### config.mk
export PLATFORM = sky130hd
export DESIGN_NAME = uart_rxs_top
export DESIGN_NICKNAME = d
export VERILOG_FILES = /design/src/rtl/uart_rxs_pkg.sv /design/src/rtl/uart_rxs_frame.sv /design/src/rtl/uart_rxs_fifo.sv /design/src/rtl/uart_rxs_top.sv
export SDC_FILE = /design/constraint.sdc
export NUM_CORES = 1
export LEC_CHECK = 0
export ABC_CLOCK_PERIOD_IN_PS = 3270
export BUFFER_PORTS_ARGS = -buffer_cell sky130_fd_sc_hd__buf_4
export CORE_MARGIN = 1
export CORE_UTILIZATION = 39
export DETAILED_ROUTE_END_ITERATION = 16
export PLACE_DENSITY = 0.61
export SLEW_MARGIN = 15
export SYNTH_ARGS = -nofsm -noshare
export SYNTH_HDL_FRONTEND = slang
export SYNTH_SLANG_ARGS = --single-unit
### constraint.sdc
create_clock -name clk -period 3.27 [get_ports clk]
set_input_delay 0.654 -clock clk [delete_from_list [all_inputs] [get_ports clk]]
set_output_delay 0.654 -clock clk [all_outputs]
set_load 0.03 [all_outputs]
### src/rtl/uart_rxs_pkg.sv
package uart_rxs_pkg;

  // One stored character with the status that travels alongside it.
  typedef struct packed {
    logic [7:0] data;
    logic       fe;
    logic       pe;
    logic       brk;
    logic       ovr;
  } rxs_ent_t;

  localparam int ENT_W = $bits(rxs_ent_t);

  typedef enum logic [2:0] {
    ST_IDLE  = 3'd0,
    ST_START = 3'd1,
    ST_DATA  = 3'd2,
    ST_PAR   = 3'd3,
    ST_STOP  = 3'd4
  } rxs_state_t;

endpackage

### src/rtl/uart_rxs_frame.sv
module uart_rxs_frame
  import uart_rxs_pkg::*;
#(
  parameter int OVS  = 16,
  parameter int SYNC = 2
) (
  input  logic     clk,
  input  logic     rst_n,
  input  logic     tick,
  input  logic     line_in,
  input  logic     enable,
  input  logic     char8,
  input  logic     par_en,
  input  logic     par_odd,
  output logic     frm_vld,
  output rxs_ent_t frm_ent
);

  localparam int TW  = $clog2(OVS);
  localparam logic [TW-1:0] T_MID  = TW'(OVS / 2 - 1);
  localparam logic [TW-1:0] T_LAST = TW'(OVS - 1);

  // Input synchroniser
  logic [SYNC-1:0] sync_q;
  logic            rx_s;

  always_ff @(posedge clk or negedge rst_n) begin
    if (!rst_n) sync_q <= '1;
    else        sync_q <= {sync_q[SYNC-2:0], line_in};
  end
  assign rx_s = sync_q[SYNC-1];

  rxs_state_t    st_q, st_d;
  logic [TW-1:0] tc_q, tc_d;
  logic [2:0]    bc_q, bc_d;
  logic [7:0]    sh_q, sh_d;
  logic          pb_q, pb_d;
  logic          vld_d;
  logic          stop_bit;
  logic [2:0]    last_bit;
  logic [7:0]    data_w;
  logic          perr_w;
  logic          brk_w;

  assign last_bit = char8 ? 3'd7 : 3'd6;
  assign stop_bit = rx_s;
  assign data_w   = char8 ? sh_q : {1'b0, sh_q[7:1]};
  assign perr_w   = par_en & ((^data_w ^ pb_q) != par_odd);
  assign brk_w    = (data_w == 8'h00) & ~(par_en & pb_q) & ~stop_bit;

  always_comb begin
    st_d  = st_q;
    tc_d  = tc_q;
    bc_d  = bc_q;
    sh_d  = sh_q;
    pb_d  = pb_q;
    vld_d = 1'b0;
    if (!enable) begin
      st_d = ST_IDLE;
      tc_d = '0;
      bc_d = '0;
    end else if (tick) begin
      unique case (st_q)
        ST_IDLE: begin
          if (!rx_s) begin
            st_d = ST_START;
            tc_d = '0;
          end
        end
        ST_START: begin
          if (tc_q == T_MID) begin
            tc_d = '0;
            bc_d = '0;
            st_d = rx_s ? ST_IDLE : ST_DATA;
          end else begin
            tc_d = tc_q + 1'b1;
          end
        end
        ST_DATA: begin
          if (tc_q == T_LAST) begin
            tc_d = '0;
            sh_d = {rx_s, sh_q[7:1]};
            bc_d = bc_q + 1'b1;
            if (bc_q == last_bit) st_d = par_en ? ST_PAR : ST_STOP;
          end else begin
            tc_d = tc_q + 1'b1;
          end
        end
        ST_PAR: begin
          if (tc_q == T_LAST) begin
            tc_d = '0;
            pb_d = rx_s;
            st_d = ST_STOP;
          end else begin
            tc_d = tc_q + 1'b1;
          end
        end
        ST_STOP: begin
          if (tc_q == T_LAST) begin
            tc_d  = '0;
            vld_d = 1'b1;
            st_d  = ST_IDLE;
          end else begin
            tc_d = tc_q + 1'b1;
          end
        end
        default: st_d = ST_IDLE;
      endcase
    end
  end

  // Registered result, captured together with the stop bit
  rxs_ent_t ent_q, ent_d;
  logic     vld_q;

  always_comb begin
    ent_d = ent_q;
    if (vld_d) begin
      ent_d.data = data_w;
      ent_d.fe   = ~stop_bit;
      ent_d.pe   = perr_w;
      ent_d.brk  = brk_w;
      ent_d.ovr  = 1'b0;
    end
  end

  always_ff @(posedge clk or negedge rst_n) begin
    if (!rst_n) begin
      st_q  <= ST_IDLE;
      tc_q  <= '0;
      bc_q  <= '0;
      sh_q  <= '0;
      pb_q  <= 1'b0;
      vld_q <= 1'b0;
      ent_q <= '0;
    end else begin
      st_q  <= st_d;
      tc_q  <= tc_d;
      bc_q  <= bc_d;
      sh_q  <= sh_d;
      pb_q  <= pb_d;
      vld_q <= vld_d;
      ent_q <= ent_d;
    end
  end

  assign frm_vld = vld_q;
  assign frm_ent = ent_q;

endmodule

### src/rtl/uart_rxs_fifo.sv
module uart_rxs_fifo #(
  parameter int DEPTH = 12,
  parameter int W     = 12
) (
  input  logic                       clk,
  input  logic                       rst_n,
  input  logic                       flush,
  input  logic                       push,
  input  logic [W-1:0]               din,
  input  logic                       pop,
  output logic [W-1:0]               dout,
  output logic [$clog2(DEPTH+1)-1:0] fill
);

  localparam int AW = (DEPTH > 1) ? $clog2(DEPTH) : 1;
  localparam int CW = $clog2(DEPTH + 1);
  localparam logic [AW-1:0] A_LAST = AW'(DEPTH - 1);
  localparam logic [CW-1:0] C_MAX  = CW'(DEPTH);

  logic [W-1:0]  mem_q [DEPTH];
  logic [AW-1:0] wp_q, wp_d, rp_q, rp_d;
  logic [CW-1:0] cnt_q, cnt_d;
  logic          do_push, do_pop;

  assign do_push = push & (cnt_q != C_MAX) & ~flush;
  assign do_pop  = pop & (cnt_q != '0) & ~flush;

  always_comb begin
    wp_d  = wp_q;
    rp_d  = rp_q;
    cnt_d = cnt_q;
    if (flush) begin
      wp_d  = '0;
      rp_d  = '0;
      cnt_d = '0;
    end else begin
      if (do_push) wp_d = (wp_q == A_LAST) ? '0 : wp_q + 1'b1;
      if (do_pop)  rp_d = (rp_q == A_LAST) ? '0 : rp_q + 1'b1;
      case ({do_push, do_pop})
        2'b10:   cnt_d = cnt_q + 1'b1;
        2'b01:   cnt_d = cnt_q - 1'b1;
        default: cnt_d = cnt_q;
      endcase
    end
  end

  always_ff @(posedge clk or negedge rst_n) begin
    if (!rst_n) begin
      wp_q  <= '0;
      rp_q  <= '0;
      cnt_q <= '0;
    end else begin
      wp_q  <= wp_d;
      rp_q  <= rp_d;
      cnt_q <= cnt_d;
    end
  end

  // Storage has no reset; the count says which slots are meaningful
  for (genvar g = 0; g < DEPTH; g++) begin : g_slot
    always_ff @(posedge clk) begin
      if (do_push && (wp_q == AW'(g))) mem_q[g] <= din;
    end
  end

  assign dout = mem_q[rp_q];
  assign fill = cnt_q;

endmodule

### src/rtl/uart_rxs_top.sv
module uart_rxs_top
  import uart_rxs_pkg::*;
#(
  parameter int DEPTH     = 12,
  parameter int OVS       = 16,
  parameter int HALF_FREE = 4,
  parameter int FULL_FREE = 1
) (
  input  logic       clk,
  input  logic       rst_n,
  input  logic       baud_tick,
  input  logic       rxd,
  input  logic       loop_txd,
  input  logic       loop_en,
  input  logic       rx_en,
  input  logic       char8,
  input  logic       par_en,
  input  logic       par_odd,
  input  logic       rts_auto,
  input  logic       rts_sw,
  input  logic [2:0] irq_en,
  input  logic       rd_pop,
  output logic [7:0] rd_data,
  output logic       data_rdy,
  output logic       fifo_half,
  output logic       fifo_full,
  output logic       err_frame,
  output logic       err_parity,
  output logic       err_break,
  output logic       err_overrun,
  output logic       rts_n,
  output logic       irq
);

  localparam int CW = $clog2(DEPTH + 1);
  localparam logic [CW-1:0] C_MAX  = CW'(DEPTH);
  localparam logic [CW-1:0] C_HALF = CW'(DEPTH - HALF_FREE);
  localparam logic [CW-1:0] C_FULL = CW'(DEPTH - FULL_FREE);

  logic     line_sel;
  logic     frm_vld;
  rxs_ent_t frm_ent;
  rxs_ent_t push_ent;
  rxs_ent_t head_ent;
  logic     push;
  logic     lost_q, lost_d;
  logic [CW-1:0] fill;

  assign line_sel = loop_en ? loop_txd : rxd;

  uart_rxs_frame #(.OVS(OVS), .SYNC(2)) i_frame (
    .clk     (clk),
    .rst_n   (rst_n),
    .tick    (baud_tick),
    .line_in (line_sel),
    .enable  (rx_en),
    .char8   (char8),
    .par_en  (par_en),
    .par_odd (par_odd),
    .frm_vld (frm_vld),
    .frm_ent (frm_ent)
  );

  // Overrun bookkeeping: remember a loss, tag the next stored entry
  assign push = frm_vld & (fill != C_MAX);

  always_comb begin
    push_ent     = frm_ent;
    push_ent.ovr = lost_q;
    lost_d       = lost_q;
    if (!rx_en)                        lost_d = 1'b0;
    else if (frm_vld && fill == C_MAX) lost_d = 1'b1;
    else if (push)                     lost_d = 1'b0;
  end

  always_ff @(posedge clk or negedge rst_n) begin
    if (!rst_n) lost_q <= 1'b0;
    else        lost_q <= lost_d;
  end

  uart_rxs_fifo #(.DEPTH(DEPTH), .W(ENT_W)) i_fifo (
    .clk   (clk),
    .rst_n (rst_n),
    .flush (~rx_en),
    .push  (push),
    .din   (push_ent),
    .pop   (rd_pop),
    .dout  (head_ent),
    .fill  (fill)
  );

  assign data_rdy    = (fill != '0);
  assign fifo_half   = (fill >= C_HALF);
  assign fifo_full   = (fill >= C_FULL);
  assign rd_data     = head_ent.data;
  assign err_frame   = head_ent.fe;
  assign err_parity  = head_ent.pe;
  assign err_break   = head_ent.brk;
  assign err_overrun = head_ent.ovr;

  assign rts_n = rts_auto ? fifo_full : ~rts_sw;
  assign irq   = |(irq_en & {fifo_full, fifo_half, data_rdy});

endmodule

# == Word-level counts from Yosys, hierarchy flattened ==
# Memory sizes are Yosys's and may differ from the RTL's.
# Index checks and enable logic that the tools add are counted.
# totals
reg_bits,46
ram_bits,144
input_bits,16
output_inout_bits,17
word_cells,209
mem_count,1
# classes
add_sub_neg,6
order_cmp,2
eq_ne,37
n_mux,98
n_bitwise,14
n_reduce_logical,36
# mem_list
memory,depth,word_bits,read_ports,rd_clocked_by_memory_dff,wr,line_no,text
i_fifo.mem_q,12,12,1,0,1,uart_rxs_fifo.sv:20,logic [W-1:0] mem_q [DEPTH];
# op_table
cell,n
12-bit 2-to-1 mux,11
12-bit OR reduction,11
4-bit 2-to-1 mux,23
1-bit 2-to-1 mux,45
3-bit 2-to-1 mux,13
"4-bit == test, second input constant",7
"4-bit by 3-bit == test with 1-bit output, second input constant",5
"4-bit by 1-bit adder with 4-bit output, second input constant",4
"3-bit by 2-bit inequality test with 1-bit output, second input constant",5
3-bit one-hot mux with 5 select lines,1
1-bit logical AND,13
4-bit one-hot mux with 3 select lines,1
4-bit AND reduction,3
1-bit bitwise AND,9
"3-bit by 1-bit inequality test with 1-bit output, second input constant",3
"4-bit by 2-bit == test with 1-bit output, second input constant",2
"4-bit >= comparator, second input constant",2
8-bit logical NOT,1
8-bit 2-to-1 mux,1
4-bit one-hot mux with 2 select lines,1
8-bit XOR reduction,1
7-bit AND reduction,1
"3-bit by 2-bit == test with 1-bit output, second input constant",2
3-bit one-hot mux with 2 select lines,1
23 further kinds,27

# == Logic depth before layout (Yosys ltp) ==
# logic_depth
ltp_word,19
depth_mapped,10
mapped_depth_nobuf,8

# == Cells and area by module ==
# A second synthesis with hierarchy kept.
# hier_totals
hier_cells,521
area_unflattened_um2,8270.4
# modules_own_cells
module,instances,cells_each,area_each_um2,seq_area_each_um2
uart_rxs_fifo,1,337,6391.1,4624.4
uart_rxs_frame,1,168,1747.9,828.3
uart_rxs_top,1,16,131.4,25.0

# == Least setup slack after synthesis ==
# Ideal clock, no wire load.
# synth_timing
kind,register to register
startpoint,"register i_fifo.cnt_q[0], in the netlist i_fifo.fill[0]"
endpoint,"memory i_fifo.mem_q[0][0], enable pin"
setup_ns,0.396
t_arrival_ns,2.162
required_time_ns,2.874
setup_slack_ns,0.712
stages_incl_launch_ff,7
path_buffers,2
cell_sequence,dfrtp_1 > buf_6 > nor2_1 > a31oi_4 > clkbuf_1 > nand3_1 > nor3_1
# synth_between
elab_chain_cells,19
# synth_rtl
element,line_no,text
"start, declared",uart_rxs_fifo.sv:22,"logic [CW-1:0] cnt_q, cnt_d;"
"start signal, assigned",uart_rxs_fifo.sv:55,cnt_q <= cnt_d;
4-bit inequality test *,"uart_rxs_fifo.sv:25, uart_rxs_top.sv:65",
1-bit bitwise AND,uart_rxs_top.sv:65,assign push = frm_vld & (fill != C_MAX);
1-bit bitwise AND * (2 in series),uart_rxs_fifo.sv:25,assign do_push = push & (cnt_q != C_MAX) & ~flush;
1-bit logical AND,uart_rxs_fifo.sv:62,if (do_push && (wp_q == AW'(g))) mem_q[g] <= din;
1-bit 2-to-1 mux,uart_rxs_fifo.sv:62,
1-bit 2-to-1 mux (not written as such),uart_rxs_fifo.sv:62,
12-bit OR reduction (no source line),-,
4-bit 2-to-1 mux (no source line) or 1-bit 2-to-1 mux (tied branches) (11 in series),-,
"end, declared",uart_rxs_fifo.sv:20,
# Mark *: on every way between the ends. The rest lies on a longest branch, timed or not.

# == Final worst setup path ==
# layout_timing
startpoint,register i_fifo.rp_q[0]
endpoint,output rd_data[6]
# layout_between
elab_chain_cells,1
# layout_rtl
element,line_no,text
"start, declared",uart_rxs_fifo.sv:21,"logic [AW-1:0] wp_q, wp_d, rp_q, rp_d;"
"start signal, assigned",uart_rxs_fifo.sv:54,rp_q <= rp_d;
memory read 12 x 12 bit,-,
"end, declared",uart_rxs_top.sv:23,"output logic [7:0] rd_data,"
# Every way passes these cells.

==> impl_results.md <==
* Outcome: finished clean
* Total number of H-tree levels at 4
* I/O pin total at 33
* DR vias/cell at 5.31
* Area fraction in compound gates after synthesis at 5.08%
* Fin. max-slew vios at 0
* CP peak stage delay at 540 ps
* Fmax at 0.344 GHz
* Multiplexer share of the synthesized area at 14.6%
* Num Clock Sinks at 190
* Non-Filler Instances at 835
* Die span in y at 146 um
* Critical path data required time at 2620 ps
* Critical Path Sink Type: primary output
* Async SR Flop Fraction at 24.2%
* WP buf/inv at 2
* Max clock buf depth at 2
* Synth Register Bits at 190
* Die Area at 21400 um^2
* Seq pwr share at 55.9%
* Slowest-stage cell, CP: mux4_2
* Num CTS Buffers at 17
* CP Launch Point: i_fifo.rp_q[0]
* RSZ-0062 raised after global routing: no
* Switch share at 20.9%
* Post-Syn Area per Cell at 16.0 um^2
* Synth Flop Type: edfxtp_1
* CTS Root Buffer Type: clkbuf_16
* Syn Nets at 536
* Total gr overflow at 0
* Clock Pin Slew Worst Setup and Hold Paths at 70 ps
* Synth-to-Final Area Change at 14.8%
* Vias in the first global route at 4534
* Gate power share at 2.8%
* Family with the most delay on the worst path: multiplexers
* Clk_lat worst skew at 430 ps
* Hpwl dp at 10.0 mm
* Max VDD drop at 0.440 mV
* First-pass GRT wire length at 24.6 mm
* Initial antenna violation count at 0
* CP cell instances: buf_4 -> mux4_2 -> mux2i_1 -> o21ai_0 -> buf_4
* GR Util All Layers at 15.3%
* Post-Synth Simple-Gate Area at 7.16%
* Pin count of the biggest net entering global routing at 47
* Most common cell on crit path: buf_4
* GR Layer Usage met1 at 18.8%
* Setup TNS at 0 ps
* Leakage power at 3.38 nW
* Most common cell after layout, fill and taps aside: edfxtp_1
* Slew margin rel. at 58.2%
* Rows at 52
* XOR/XNOR Fraction of Synth Area at 1.17%
* EDFF count, synth at 144
* Post-Syn Area at 8110 um^2
* Max-Cap Viols at 0
* CTS tree: built
* Largest family of logic cells by synthesized area: multiplexers
* Clock power share at 41.3%
* Type of origin of the critical path: flip-flop
* Hold/Removal Path Class: primary input to asynchronous set/reset pin
* Fin crit share at 88.9%
* Critical R2R Launch: i_fifo.fill[0]
* Hold Violations, Final at 0
* Gpl congestion at 0.802
* Routing usage on met2 at 26.6%
* Register area share after synthesis at 67.6%
* First-pass iteration count of the detailed router at 7
* Power Internal at 3.70 mW
* Worst-Margin Slew at 624 ps
* Per-cell routed wire length at 18.3 um
* Wirelength, routed at 15.3 mm
* Cell variety after synth at 55
* Final WS setup at 363 ps
* Hold_ws at 242 ps
* Share of cells above drive strength 1 at 26.0%
* DRC at 0
* WP data arrival at 2250 ps
* Antenna diodes at 0
* Power Dens Cells at 502 nW/um^2
* NumNets Final at 581
* Core area at 20300 um^2
* Most Used Layer, Global Route: met2
* Starting Density at 39.9%
* Final setup viols at 0
* Core Util, Final at 45.8%
* Post-DRT Antenna Nets at 0
* Post-Synth Adder-Cell Area at 2.13%
* Crit path max fanout at 11
* Synthesis Warnings at 0
* Initial DRC count at 316
* Buffers added on ports at 32
* Syn Inst Count at 507
* GR met3 Demand/Resource at 3.13%
* Most frequent cells in the layout: edfxtp_1 (144), buf_4 (57), dfrtp_1 (43), nand2_1 (41), mux4_2 (36)
* Switch Pwr at 978 uW
* Post_cts resized at 0
* Die width at 146 um
* Placed cells at 803
* Post-CTS setup buffer count at 0
* # hold bufs at CTS at 0
* Crit path kind: flip-flop to primary output
* Clock Skew at 14.2 ps
* Via count at 4431
* DP Worst Slack at 752 ps
* Final min period at 2910 ps
final timing paths:
check	to	slack [ps]	depth (start not counted)
worst max-delay path	rd_data[6]	360	5
worst min-delay path	i_frame.sh_q[2]	240	1
worst max register to register	i_fifo.fill[3]	730	7
worst min register to register	i_frame.sync_q[1]	360	0
max in group asynchronous	i_fifo.rp_q[0]	2570	1
min in group clk	i_frame.sync_q[1]	360	0
routing by layer:
metal | part of all wire, % | wire length (um)
met5 | 0 | 0
met2 | 52 | 7960
met3 | 3.6 | 557
met1 | 43 | 6580
met4 | 1.4 | 207
final cells by class:
class	instances	area, um^2
fillers	1783	11000
flip-flops and latches	190	5480
multi-input cells	278	2470
repair buffers	57	428
clock buffers	17	425
well taps	270	338
clock inverters	15	131
inverters	8	30.0
power by group through the flow:
stage | logic [mW] | registers, mW | clock network [mW]
global route | 0.146 | 2.61 | 2.08
CTS | 0.132 | 2.61 | 1.98
finish | 0.130 | 2.61 | 1.93
detailed placement | 0.132 | 2.66 | 0
floorplan | 0.104 | 2.64 | 0
global placement | 0.128 | 2.66 | 0
synthesized netlist by cell type (all sizes together), types with 8 or more instances:
master / count / area [um^2]
dfrtp: 44 / 1100
inv: 8 / 30.0
clkbuf: 13 / 48.8
nor2: 31 / 116
xnor2: 9 / 86.3
mux2i: 24 / 240
o21ai: 33 / 165
nor3: 10 / 50.1
mux4: 36 / 811
buf: 18 / 105
nand2: 42 / 174
nand3: 11 / 55.1
mux2: 12 / 135
edfxtp: 144 / 4320
ha: 13 / 163
sequential cells by signal, summed over array words and instances, names as in the netlist:
name,count
i_frame.sync_q,2
i_frame.bc_q,3
i_frame.tc_q,4
i_fifo.wp_q,4
i_fifo.rp_q,4
i_frame.frm_vld,1
i_frame.st_q,3
i_fifo.fill,4
i_frame.sh_q,8
lost_q,1
i_frame.frm_ent,11
i_fifo.mem_q,144
i_frame.pb_q,1
cell families after synthesis:
kind of cell	Yosys count
compound gates	63
xor+xnor	10
fa+ha+maj	14
buf+inv	39
flops	190
mux	72
simple gates	119
per-stage QoR:
stage	power [mW]	instance area [um^2]
finish	4.67	9300
global route	4.84	9300
CTS	4.72	9300
detailed placement	2.80	8750
global placement	2.79	8750
floorplan	2.75	8110
(Power assumes the default switching activity.)
